## src/rtl/mbb_pkg.sv

```systemverilog
package mbb_pkg;
  typedef struct packed {
    logic load;       // sample request on this edge
    logic capture;    // sample shared port on this edge
    logic busOn;      // a cycle is in progress
    logic addrPhase;  // shared port carries low address
    logic asOn;       // strobe high
    logic dataPhase;  // shared port carries data
  } mbbStrobes_t;
endpackage

```

## src/rtl/mbb_ctrl.sv

```systemverilog
module mbb_ctrl #(
  parameter int PHASE_LEN = 2
) (
  input  logic                clk,
  input  logic                rst,
  input  logic                expEn,
  output mbb_pkg::mbbStrobes_t strobes
);
  localparam int CYC = 2 * PHASE_LEN;
  localparam int CW  = $clog2(CYC);

  logic          running;
  logic [CW-1:0] cnt;
  logic          lastClk;

  assign lastClk = running && (cnt == CW'(CYC - 1));

  always_ff @(posedge clk) begin
    if (rst || !expEn) begin
      running <= 1'b0;
      cnt     <= '0;
    end else if (!running || lastClk) begin
      running <= 1'b1;
      cnt     <= '0;
    end else begin
      cnt <= cnt + 1'b1;
    end
  end

  always_comb begin
    strobes.load      = expEn && (!running || lastClk);
    strobes.capture   = expEn && lastClk;
    strobes.busOn     = running;
    strobes.addrPhase = running && (cnt < CW'(PHASE_LEN));
    strobes.asOn      = running && (cnt < CW'(PHASE_LEN - 1));
    strobes.dataPhase = running && (cnt >= CW'(PHASE_LEN));
  end
endmodule

```

## src/rtl/mbb_datapath.sv

```systemverilog
module mbb_datapath #(
  parameter int DATA_W = 8
) (
  input  logic                 clk,
  input  logic                 rst,
  input  mbb_pkg::mbbStrobes_t strobes,
  input  logic [2*DATA_W-1:0]  reqAddr,
  input  logic [DATA_W-1:0]    reqWdata,
  input  logic                 reqWrite,
  input  logic [DATA_W-1:0]    portCIn,
  output logic [DATA_W-1:0]    portBOut,
  output logic                 portBOe,
  output logic [DATA_W-1:0]    portCOut,
  output logic                 portCOe,
  output logic                 asOut,
  output logic                 eClkOut,
  output logic                 rwOut,
  output logic [DATA_W-1:0]    rdData,
  output logic                 rdValid
);
  localparam int ADDR_W = 2 * DATA_W;

  logic [ADDR_W-1:0] curAddr;
  logic [DATA_W-1:0] curData;
  logic              curWrite;

  always_ff @(posedge clk) begin
    if (rst) begin
      curAddr  <= '0;
      curData  <= '0;
      curWrite <= 1'b0;
      rdData   <= '0;
      rdValid  <= 1'b0;
    end else begin
      if (strobes.load) begin
        curAddr  <= reqAddr;
        curData  <= reqWdata;
        curWrite <= reqWrite;
      end
      rdValid <= strobes.capture && !curWrite;
      if (strobes.capture && !curWrite) rdData <= portCIn;
    end
  end

  always_comb begin
    portBOe  = strobes.busOn;
    portBOut = strobes.busOn ? curAddr[ADDR_W-1:DATA_W] : '0;
    portCOe  = strobes.addrPhase || (strobes.dataPhase && curWrite);
    if (strobes.addrPhase)                  portCOut = curAddr[DATA_W-1:0];
    else if (strobes.dataPhase && curWrite) portCOut = curData;
    else                                    portCOut = '0;
    asOut   = strobes.asOn;
    eClkOut = strobes.dataPhase;
    rwOut   = !(strobes.busOn && curWrite);
  end
endmodule

```

## src/rtl/mux_bus_bridge.sv

```systemverilog
module mux_bus_bridge #(
  parameter int DATA_W    = 8,
  parameter int PHASE_LEN = 2
) (
  input  logic                clk,
  input  logic                rst,
  input  logic                expEn,
  input  logic [2*DATA_W-1:0] reqAddr,
  input  logic [DATA_W-1:0]   reqWdata,
  input  logic                reqWrite,
  input  logic [DATA_W-1:0]   portCIn,
  output logic [DATA_W-1:0]   portBOut,
  output logic                portBOe,
  output logic [DATA_W-1:0]   portCOut,
  output logic                portCOe,
  output logic                asOut,
  output logic                eClkOut,
  output logic                rwOut,
  output logic [DATA_W-1:0]   rdData,
  output logic                rdValid
);
  mbb_pkg::mbbStrobes_t strobes;

  mbb_ctrl #(.PHASE_LEN(PHASE_LEN)) u_ctrl (
    .clk(clk), .rst(rst), .expEn(expEn), .strobes(strobes)
  );

  mbb_datapath #(.DATA_W(DATA_W)) u_dp (
    .clk(clk), .rst(rst), .strobes(strobes),
    .reqAddr(reqAddr), .reqWdata(reqWdata), .reqWrite(reqWrite),
    .portCIn(portCIn),
    .portBOut(portBOut), .portBOe(portBOe),
    .portCOut(portCOut), .portCOe(portCOe),
    .asOut(asOut), .eClkOut(eClkOut), .rwOut(rwOut),
    .rdData(rdData), .rdValid(rdValid)
  );
endmodule

```

## config.mk

```make
export PLATFORM = sky130hd
export DESIGN_NAME = mux_bus_bridge
export DESIGN_NICKNAME = d
export VERILOG_FILES = /design/src/rtl/mbb_pkg.sv /design/src/rtl/mbb_ctrl.sv /design/src/rtl/mbb_datapath.sv /design/src/rtl/mux_bus_bridge.sv
export SDC_FILE = /design/constraint.sdc
export NUM_CORES = 1
export LEC_CHECK = 0
export BUFFER_PORTS_ARGS = -buffer_cell sky130_fd_sc_hd__buf_4
export CAP_MARGIN = 20
export CORE_MARGIN = 2
export CORE_UTILIZATION = 35
export DETAILED_ROUTE_END_ITERATION = 8
export GPL_TIMING_DRIVEN = 0
export PLACE_DENSITY = 0.57
export SYNTH_ARGS = -nofsm -noshare
export SYNTH_HDL_FRONTEND = slang
export SYNTH_SLANG_ARGS = --single-unit
```

## constraint.sdc

```tcl
create_clock -name clk -period 2.4 [get_ports clk]
set_input_delay 0.24 -clock clk [delete_from_list [all_inputs] [get_ports clk]]
set_output_delay 0.24 -clock clk [all_outputs]
set_load 0.1 [all_outputs]
```

=== Word-level counts from Yosys, hierarchy flattened ===
Cells that the tools add are included.

* Register bits: 37

* Add/subtract/negate cells: 1
* Magnitude comparators: 3
* Equal/unequal tests: 1
* Muxes and demuxes: 3
* Reductions and logical operators: 17

{| class="wikitable"
|+ Operator list
! operator !! count
|-
| 2-to-1 mux 8 bit || 3
|-
| logical AND 1 bit || 9
|-
| zero test 1 bit || 4
|-
| logical OR 1 bit || 3
|-
| adder 2 x 1 -> 2 bit (second input constant) || 1
|-
| == test 2 bit (second input constant) || 1
|-
| greater-or-equal comparator 2 bit (second input constant) || 1
|-
| < comparator 2 x 1 -> 1 bit (second input constant) || 1
|-
| < comparator 2 bit (second input constant) || 1
|-
| OR reduction 2 bit || 1
|}

=== Depth between registers and ports, before layout ===
Gate-level depths: netlist (run 1).

* Word-level depth: 5
* Gate-level depth with buffers: 6

=== Cells and area by module ===
A second synthesis (run 1) with hierarchy kept.

* Cells, all modules: 176
* Area, all modules: 1680.4 um^2

{| class="wikitable"
|+ By module, submodules not included
! module !! times used !! cells each !! area an instance (um^2)
|-
| mbb_datapath || 1 || 158 || 1508.9
|-
| mbb_ctrl || 1 || 18 || 171.4
|}

=== Worst setup path before layout (run 1) ===
OpenSTA, ideal clock, no wires.

* Kind: reg-to-output
* Start: register u_ctrl.running
* End: output port portCOut[0]
* Arrival: 3.521 ns
* Required time: 2.160 ns
* Setup slack: -1.361 ns
* Cell stages (with the launch flop): 3
* Path buffers: 1
* Cells stage by stage: dfxtp_1 > clkbuf_1 > a21boi_0

* Word-level cells in the longest chain between the ends: 4
* Elaborated cells between the ends (all ways): 5
* Classes of those cells: mux (2); reduce/logical (3)

{| class="wikitable"
|+ RTL lines
! what !! line !! source
|-
| from (decl) || mbb_ctrl.sv:12 || <nowiki>logic running;</nowiki>
|-
| from (signal assigned) || mbb_ctrl.sv:20 || <nowiki>running <= 1'b0;</nowiki>
|-
| from (signal assigned) || mbb_ctrl.sv:23 || <nowiki>running <= 1'b1;</nowiki>
|-
| logical AND 1 bit || mbb_ctrl.sv:36 || <nowiki>strobes.dataPhase = running && (cnt >= CW'(PHASE_LEN));</nowiki>
|-
| logical AND 1 bit || mbb_datapath.sv:50 || <nowiki>else if (strobes.dataPhase && curWrite) portCOut = curData;</nowiki>
|-
| 2-to-1 mux 8 bit || mbb_datapath.sv:50 ||
|-
| 2-to-1 mux 8 bit (*) || mbb_datapath.sv:49 || <nowiki>if (strobes.addrPhase) portCOut = curAddr[DATA_W-1:0];</nowiki>
|-
| to (decl) || mux_bus_bridge.sv:14 || <nowiki>output logic [DATA_W-1:0] portCOut,</nowiki>
|}

Every way passes the cells marked *; elsewhere a longest branch is shown, timed or not.

=== Final worst setup path (run 1) ===
* Start: register u_ctrl.cnt[1]
* End: output port asOut

* Word-level cells in the longest chain between the ends: 2

{| class="wikitable"
|+ RTL lines
! what !! line !! source
|-
| from (decl) || mbb_ctrl.sv:13 || <nowiki>logic [CW-1:0] cnt;</nowiki>
|-
| from (signal assigned) || mbb_ctrl.sv:26 || <nowiki>cnt <= cnt + 1'b1;</nowiki>
|-
| < comparator 2 x 1 -> 1 bit || mbb_ctrl.sv:35 || <nowiki>strobes.asOn = running && (cnt < CW'(PHASE_LEN - 1));</nowiki>
|-
| logical AND 1 bit || mbb_ctrl.sv:35 ||
|-
| to (decl) || mux_bus_bridge.sv:16 || <nowiki>output logic asOut,</nowiki>
|}

No other way between the ends.

==> results by group, run 1 <==
Outcome
  – Status: finished, final reports clean

Logic synthesis
  – Avg Synthesized Cell Area: ~9 um^2
  – Synthesized cell area: 1810 um^2
  – Post-synth net total: 238
  – Synth area leaders: dfxtp_1 41%, nand2b_1 17%, mux2i_1 14%, nand2_1 5.2%, a21boi_0 3.3%
  – Mapped Cells: between 150 and 200
  – Area leader, netlist: dfxtp_1
  – Post-synthesis sequential area ratio: between 40% and 50%
  – Top cell type's share of synthesized area: around two fifths
  – Yosys warns: 0
  – Post-synthesis register bit count: 37
  – Unique masters post-synth: 23

Layout
  – Syn-to-layout area delta: 40.9%
  – Design Area, Final: about 2500 um^2
  – Multi-input logic area: roughly 1000 um^2
  – # nets final: 310
  – Commonest non-fill, non-tap cell in the layout: buf_4
  – Inserted Diodes: 0
  – Fraction of layout instances using a drive strength above 1: between 30 and 40%
  – FF+latch area: ~740 um^2
  – Final Core Density: 50.5%
  – Most frequent cells in the layout: 66 x buf_4, 50 x nand2b_1, 37 x dfxtp_1
  – Post-Layout Cell Count: about 340
  – # fillers: roughly 500

STA
  – Peak Freq: 481 MHz
  – Worst hold slack: 0.174 ns
  – Worst-margin pin slew: 0.448 ns
  – RSZ-0062 raised after global routing: false
  – Clk_skew: a little over 0.008 ns
  – Final setup viols: 0
  – Slew headroom: 70.1%
  – Final worst-path cycle share: 86.6%
  – Final slew viol count: 0
  – Final hold viol count: 0
  – Period minus WS final: just over 2 ns

Route
  – Iteration-0 DRC Markers: 41
  – First-pass DRT Iterations: 4
  – Drt total wl: 4160 um
  – Routed vias/inst: roughly 4.5
  – Post-route ant nets: 0
  – WL/cell: around 12 um
  – Residual DRC: 0
  – Vias: 1,523

GRT
  – M1 GR Usage: 20.3%
  – Total grt overflow: 0
  – Met2 Use GR: 24.3%
  – GRT Total Usage: ~15%
  – Grt met3 use: approximately 3.4%
  – Busiest layer in global routing: met2
  – First-pass GRT wire length: approximately 6600 um
  – Antenna violations before repair: 0
  – Largest net degree at the start of global routing: 13
  – Vias in the first global route: around 1,500

Placement
  – Routability cong.: between 0.7 and 0.8
  – IO buf count: 65
  – HPWL Detailed: around 3100 um
  – Placement Cell Area: between 2000 and 2500 um^2
  – Placed Cells: 334

Worst setup path
  – Critical path fanouts, max: 10
  – CP Capture Type: output pin
  – CP Class: register to output pin
  – WP data required: 2.16 ns
  – Crit path largest cell delay: 0.36 ns
  – Slowest-stage cell, CP: dfxtp_1
  – Crit path DAT: 1.84 ns
  – Crit path cell chain: buf_2 > clkinv_1 > ha_1 > and2_1 > buf_4
  – CP Launch Type: register

Job
  – Max_cap viols: 0

Pwr
  – PD cells: about 600 nW/um^2
  – Power Total: ~0.0015 W
  – Leakage: approximately 1.1 nW
  – Worst vdd ir: between 0.0002 and 0.0003 V

CTS
  – H-tree lvl count: 2
  – TritonCTS Buffers: 5
  – Clk_lat worst skew: slightly below 0.3 ns
  – Clock-pin transition on the worst setup and hold timing paths: about 0.080 ns
  – Post-CTS setup buffers: 0
  – # hold bufs at CTS: 0
  – CTS resizes: 0
  – CTS max path bufs: 2
  – Clk root buf: clkbuf_8
  – TritonCTS clock tree: yes
  – Clock sinks: 37

Die
  – Die Width: between 70 and 80 um
  – Core ar.: a little over 5000 um^2
  – Number of top-level pins: 66
  – Starting Density: around 36%
  – Row count: 26
  – Die area: 5750 um^2
  – Die height: 75.8 um

Min path
  – Hold crit path type: primary input to register
[final timing paths]
| path | startpoint | end | slack (ns) | depth (start not counted) |
|---|---|---|---|---|
| hold / removal | rst | u_ctrl.running | 0.17 | 2 |
| hold reg to reg | u_dp.rdData[0] | u_dp.rdData[0] | 0.45 | 2 |
| setup reg to reg | u_ctrl.cnt[1] | u_ctrl.cnt[1] | 0.85 | 4 |
| setup / recovery | u_ctrl.cnt[1] | asOut | 0.32 | 5 |
[final cells by class]
| cell class | count | area share [%] |
|---|---|---|
| inverter | 3 | 0.442 |
| sequential | 37 | 29.1 |
| clock inverter | 3 | 2.56 |
| timing repair buffer | 65 | 19.2 |
| tap | 70 | 3.44 |
| multi-input combinational | 145 | 39.0 |
| clock buffer | 5 | 2.70 |
| buffer | 14 | 3.59 |
[state kept, by name (all words and copies together), names as in the netlist]
name / cells
u_dp.curData: 8
u_dp.rdData: 8
u_ctrl.running: 1
u_dp.curWrite: 1
u_dp.rdValid: 1
u_ctrl.cnt: 2
u_dp.curAddr: 16
[worst max-delay path, delay by kind of cell (launching register included)]
kind | cells | cell delay [ns]
AND/OR/NAND/NOR | 1 | 0.15
buffers and inverters | 3 | 0.76
adder cells (fa/ha/maj) | 1 | 0.28
flip-flops | 1 | 0.36
[where the power goes]
group          switching (W)  internal [W]  leakage, nW
combinational       0.000138      0.000107        0.719
clock               0.000224      0.000413       0.0681
sequential         0.0000147      0.000641        0.303
total               0.000376       0.00116         1.09
[synthesized netlist by cell type]
cell type and count:
clkbuf_1 6, mux2i_1 25, buf_8 2, nor2b_1 1, dfxtp_1 37, a21boi_2 1
and4b_1 1, nand4b_1 1, buf_2 4, buf_6 1, nor2_1 1, nand3_1 8
nand2_1 25, a21oi_1 8, clkinv_1 1, nand2b_1 50, inv_1 2, buf_4 1
o21a_1 2, and4_1 2, a21boi_0 8, and2_1 9, ha_1 3
[stage by stage]
step           TNS (ns)  setup WS [ns]
6_report              0          0.321
5_1_grt               0          0.162
4_1_cts               0          0.293
3_5_place_dp          0          0.615
3_3_place_gp          0          0.619
2_1_floorplan    -0.271        -0.0339
[kinds of logic after synthesis]
logic type | synth area share, %
simple gates | 30.4
flops | 41.0
mux | 13.9
compound gates | 6.99
buf+inv | 5.68
fa+ha+maj | 2.08
[layer usage]
metal | up-vias | part of all wire (%)
li1 | 791 | -
met1 | 685 | 48
met2 | 41 | 46
met3 | 6 | 5.4
met4 | 0 | 0.96
met5 | - | 0
Power figures use the tool's default switching activity.
==> run 2: changes to the inputs <==
Settings changed: PLACE_DENSITY 0.57 to 0.58, SYNTH_HIERARCHICAL set to 1.
==> run 2 against run 1 <==
Net effect: critical path type unchanged; critical path depth did not move; non-clock buffer count rose by 1; maximum frequency rose by 0.58%.
==> results by group, run 2 <==
Logic synthesis
  – Mapped Cells: 176 (-12%)
  – Top cell type's share of synthesized area: 44.1% (+3.1 points)
  – Post-synthesis sequential area ratio: 44.1% (+3.1 points)
  – Synthesized cell area: 1680 um^2 (-7.0%)
  – EDFF count, synth: 0 (unchanged)
  – Async S/R FF share, synth: 0% (unchanged)
  – Most used DFF post-synth: dfxtp_1
  – Area leader, netlist: dfxtp_1
  – Post-synthesis register bit count: 37 (unchanged)
  – Post-synth top cells: 37 x dfxtp_1, 25 x mux2i_1, 25 x nor2_1
  – Avg Synthesized Cell Area: 9.55 um^2 (+5.2%)
  – Yosys warns: 6 (+6)
  – Count leader, synth: dfxtp_1
  – Synth area leaders: dfxtp_1 44%, mux2i_1 15%, nor2_1 5.6%, nand4bb_1 5.4%, o21ai_0 4.8%
  – Post-synth net total: 214 (-10%)
  – Unique masters post-synth: 24 (+4.3%)

Layout
  – Inserted Diodes: 0 (unchanged)
  – # nets final: 286 (-7.7%)
  – Most flop-heavy register: u_dp/curAddr
  – Fraction of layout instances using a drive strength above 1: 36.7% (+3.6 points)
  – Most frequent cells in the layout: 70 x buf_4, 37 x dfxtp_1, 25 x mux2i_1, 25 x nor2_1, 10 x and2_1
  – Largest registers: u_dp/curAddr: 16 flops, u_dp/curData: 8 flops, u_dp/rdData: 8 flops
  – Design Area, Final: 2340 um^2 (-8.0%)
  – Syn-to-layout area delta: 39.4%
  – Commonest non-fill, non-tap cell in the layout: buf_4
  – Final Core Density: 50.3% (-0.24 points)
  – # fillers: 475 (-4.4%)
  – Max reg flops: 16 (unchanged)

GRT
  – M1 GR Usage: 17.9% (-2.4 points)
  – Busiest layer in global routing: met2
  – Largest net degree at the start of global routing: 12 (-1)
  – GRT Total Usage: 13.7% (-1.6 points)
  – Total grt overflow: 0 (unchanged)
  – First-pass GRT wire length: 5560 um (-16%)
  – Met2 Use GR: 20.4% (-3.9 points)
  – Grt met3 use: 5.49% (+2.0 points)
  – Vias in the first global route: 1,218 (-17%)
  – Antenna violations before repair: 0 (unchanged)

STA
  – Clk_skew: 0.00383 ns (-0.00426 ns)
  – Final Worst Setup Slack: 0.333 ns (+0.0119 ns)
  – Final slew viol count: 0 (unchanged)
  – Final worst-path cycle share: 86.1% (-0.50 points)
  – RSZ-0062 raised after global routing: false
  – Period minus WS final: 2.07 ns (-0.0119 ns)
  – Peak Freq: 484 MHz (+0.58%)
  – Slew headroom: 75.2% (+5.1 points)
  – Final setup viols: 0 (unchanged)
  – Worst-margin pin slew: 0.370 ns (-0.0779 ns)
  – Final hold viol count: 0 (unchanged)
  – Post-Route Setup TNS: 0 ns (unchanged)

Die
  – Die area: 5370 um^2 (-6.6%)
  – Core ar.: 4660 um^2 (-7.6%)
  – Row count: 25 (-3.8%)
  – Number of top-level pins: 66 (unchanged)
  – Die Width: 73.3 um (-3.4%)
  – Die height: 73.3 um (-3.4%)
  – Starting Density: 36.1% (+0.22 points)

Route
  – Routed vias/inst: 4.55 (+2.2%)
  – First-pass DRT Iterations: 4 (unchanged)
  – WL/cell: 12.0 um (-1.2%)
  – Drt total wl: 3630 um (-13%)
  – Post-route ant nets: 0 (unchanged)
  – Iteration-0 DRC Markers: 62 (+51%)
  – Residual DRC: 0 (unchanged)
  – Vias: 1,375 (-9.7%)

Worst setup path
  – Slowest-stage cell, CP: dfxtp_1
  – Critical path fanouts, max: 10 (unchanged)
  – CP Launch Type: register
  – Crit path largest cell delay: 0.40 ns (+0.04 ns)
  – Crit path cell chain: nor2b_2 > buf_2 > nand2_1 > o21ai_1 > buf_4
  – Family with the most delay on the worst path: buffers and inverters
  – Crit. path cell count: 5 (unchanged)
  – WP data required: 2.16 ns (about the same)
  – CP Capture Type: output pin
  – Worst reg2reg path depth: 7 (+3)
  – Buf/Inv on CP: 2 (-1)
  – R2R Setup Slk: 0.85 ns (about the same)
  – CP Class: register to output pin
  – Crit path DAT: 1.83 ns (about the same)

Pwr
  – Leakage: 1.08 nW (-1.2%)
  – Power Total: 0.00140 W (-9.1%)
  – PD cells: 597 nW/um^2 (-1.2%)
  – Worst vdd ir: 0.000274 V (-3.9%)

Min path
  – Hold path cells: 2 (unchanged)
  – Hold crit path type: primary input to register

CTS
  – Clock sinks: 37 (unchanged)
  – Clk root buf: clkbuf_8
  – TritonCTS clock tree: yes
  – Clock-pin transition on the worst setup and hold timing paths: 0.07 ns (about the same)
  – CTS max path bufs: 2 (unchanged)
  – Post-CTS setup buffers: 0 (unchanged)
  – TritonCTS Buffers: 5 (unchanged)
  – H-tree lvl count: 2 (unchanged)
  – Clk_lat worst skew: 0.28 ns (about the same)

Placement
  – IO buf count: 65 (unchanged)
  – HPWL Detailed: 2650 um (-15%)
  – Placement Cell Area: 2240 um^2 (-7.3%)
  – Pre-CTS setup slack: 0.428 ns (-0.187 ns)
  – Routability cong.: 0.744 (+0.45%)

Job
  – Max_cap viols: 0 (unchanged)

Outcome
  – Status: finished, final reports clean
run 2: cell count changes in the layout (fill, tap and decap cells not counted), moves of 2 or more:
cell	before	now
a21oi_1	8	0
and2_2	0	2
nand2_1	25	9
o21ai_1	0	8
nand2b_1	50	8
nor2_1	1	25
o21ai_0	0	8
and4_1	2	0
nand4bb_1	0	8
buf_4	66	70
o21a_1	2	0
a21boi_2	9	0
clkbuf_1	6	1
run 2: final timing paths:
check,startpoint,end
setup / recovery,u_ctrl/running,portCOut[3]
hold / removal,rst,u_ctrl/running
setup reg to reg,u_ctrl/cnt[1],u_dp/curData[3]
hold reg to reg,u_dp/rdData[5],u_dp/rdData[5]
run 2: cells by family (layout without fill, tap and decap cells):
logic type	after synthesis	in the layout	synth area share (%)
and+or+nand+nor	76	76	26.1
muxes	25	25	14.9
buffers and inverters	18	90	7.74
DFF	37	37	44.1
adders and majority gates	2	2	1.49
AOI/OAI and AO/OA	18	18	5.66
run 2: final cells by class:
class                   instances  area (um^2)  area share (%)
clock buffers                   5         68.8            2.94
clock inverters                 2         35.0            1.50
repair buffers                 65          488            20.8
plain buffers                  15          119            5.07
well taps                      54         67.6            2.88
inverters                       3         11.3           0.481
multi-input cells             121          812            34.7
flip-flops and latches         37          741            31.6
run 2: where the power goes:
group | switching (W) | total (W) | internal, W
clock network | 0.000207 | 0.000509 | 0.000302
registers | 0.0000118 | 0.000652 | 0.000640
logic | 0.000133 | 0.000237 | 0.000103
total | 0.000352 | 0.00140 | 0.00105
run 2: worst register-to-register path: stages (launching register included):
cell	delay (ns)
dfxtp_1	0.38
ha_1	0.20
inv_1	0.04
a21boi_0	0.20
buf_6	0.19
buf_8	0.16
mux2i_1	0.21
nor2_1	0.05
run 2: what timing repair did:
action                                  4_1_cts  5_1_grt
gates resized for setup                       0        1
hold buffers                                  0        0
endpoints found under the hold margin         0        0
endpoints found under the setup margin        0        5
run 2: stage by stage:
stage,cells,hold slack (ns)
2_1_floorplan,176,0.312
3_3_place_gp,295,0.453
3_5_place_dp,295,0.457
4_1_cts,302,0.153
5_1_grt,302,0.160
6_report,302,0.165
run 2: layer usage:
metal / routed length [um] / vias up
met1: 1680 / 595
met3: 317 / 2
met5: 0 / -
met4: 15 / 0
met2: 1620 / 49
li1: - / 729
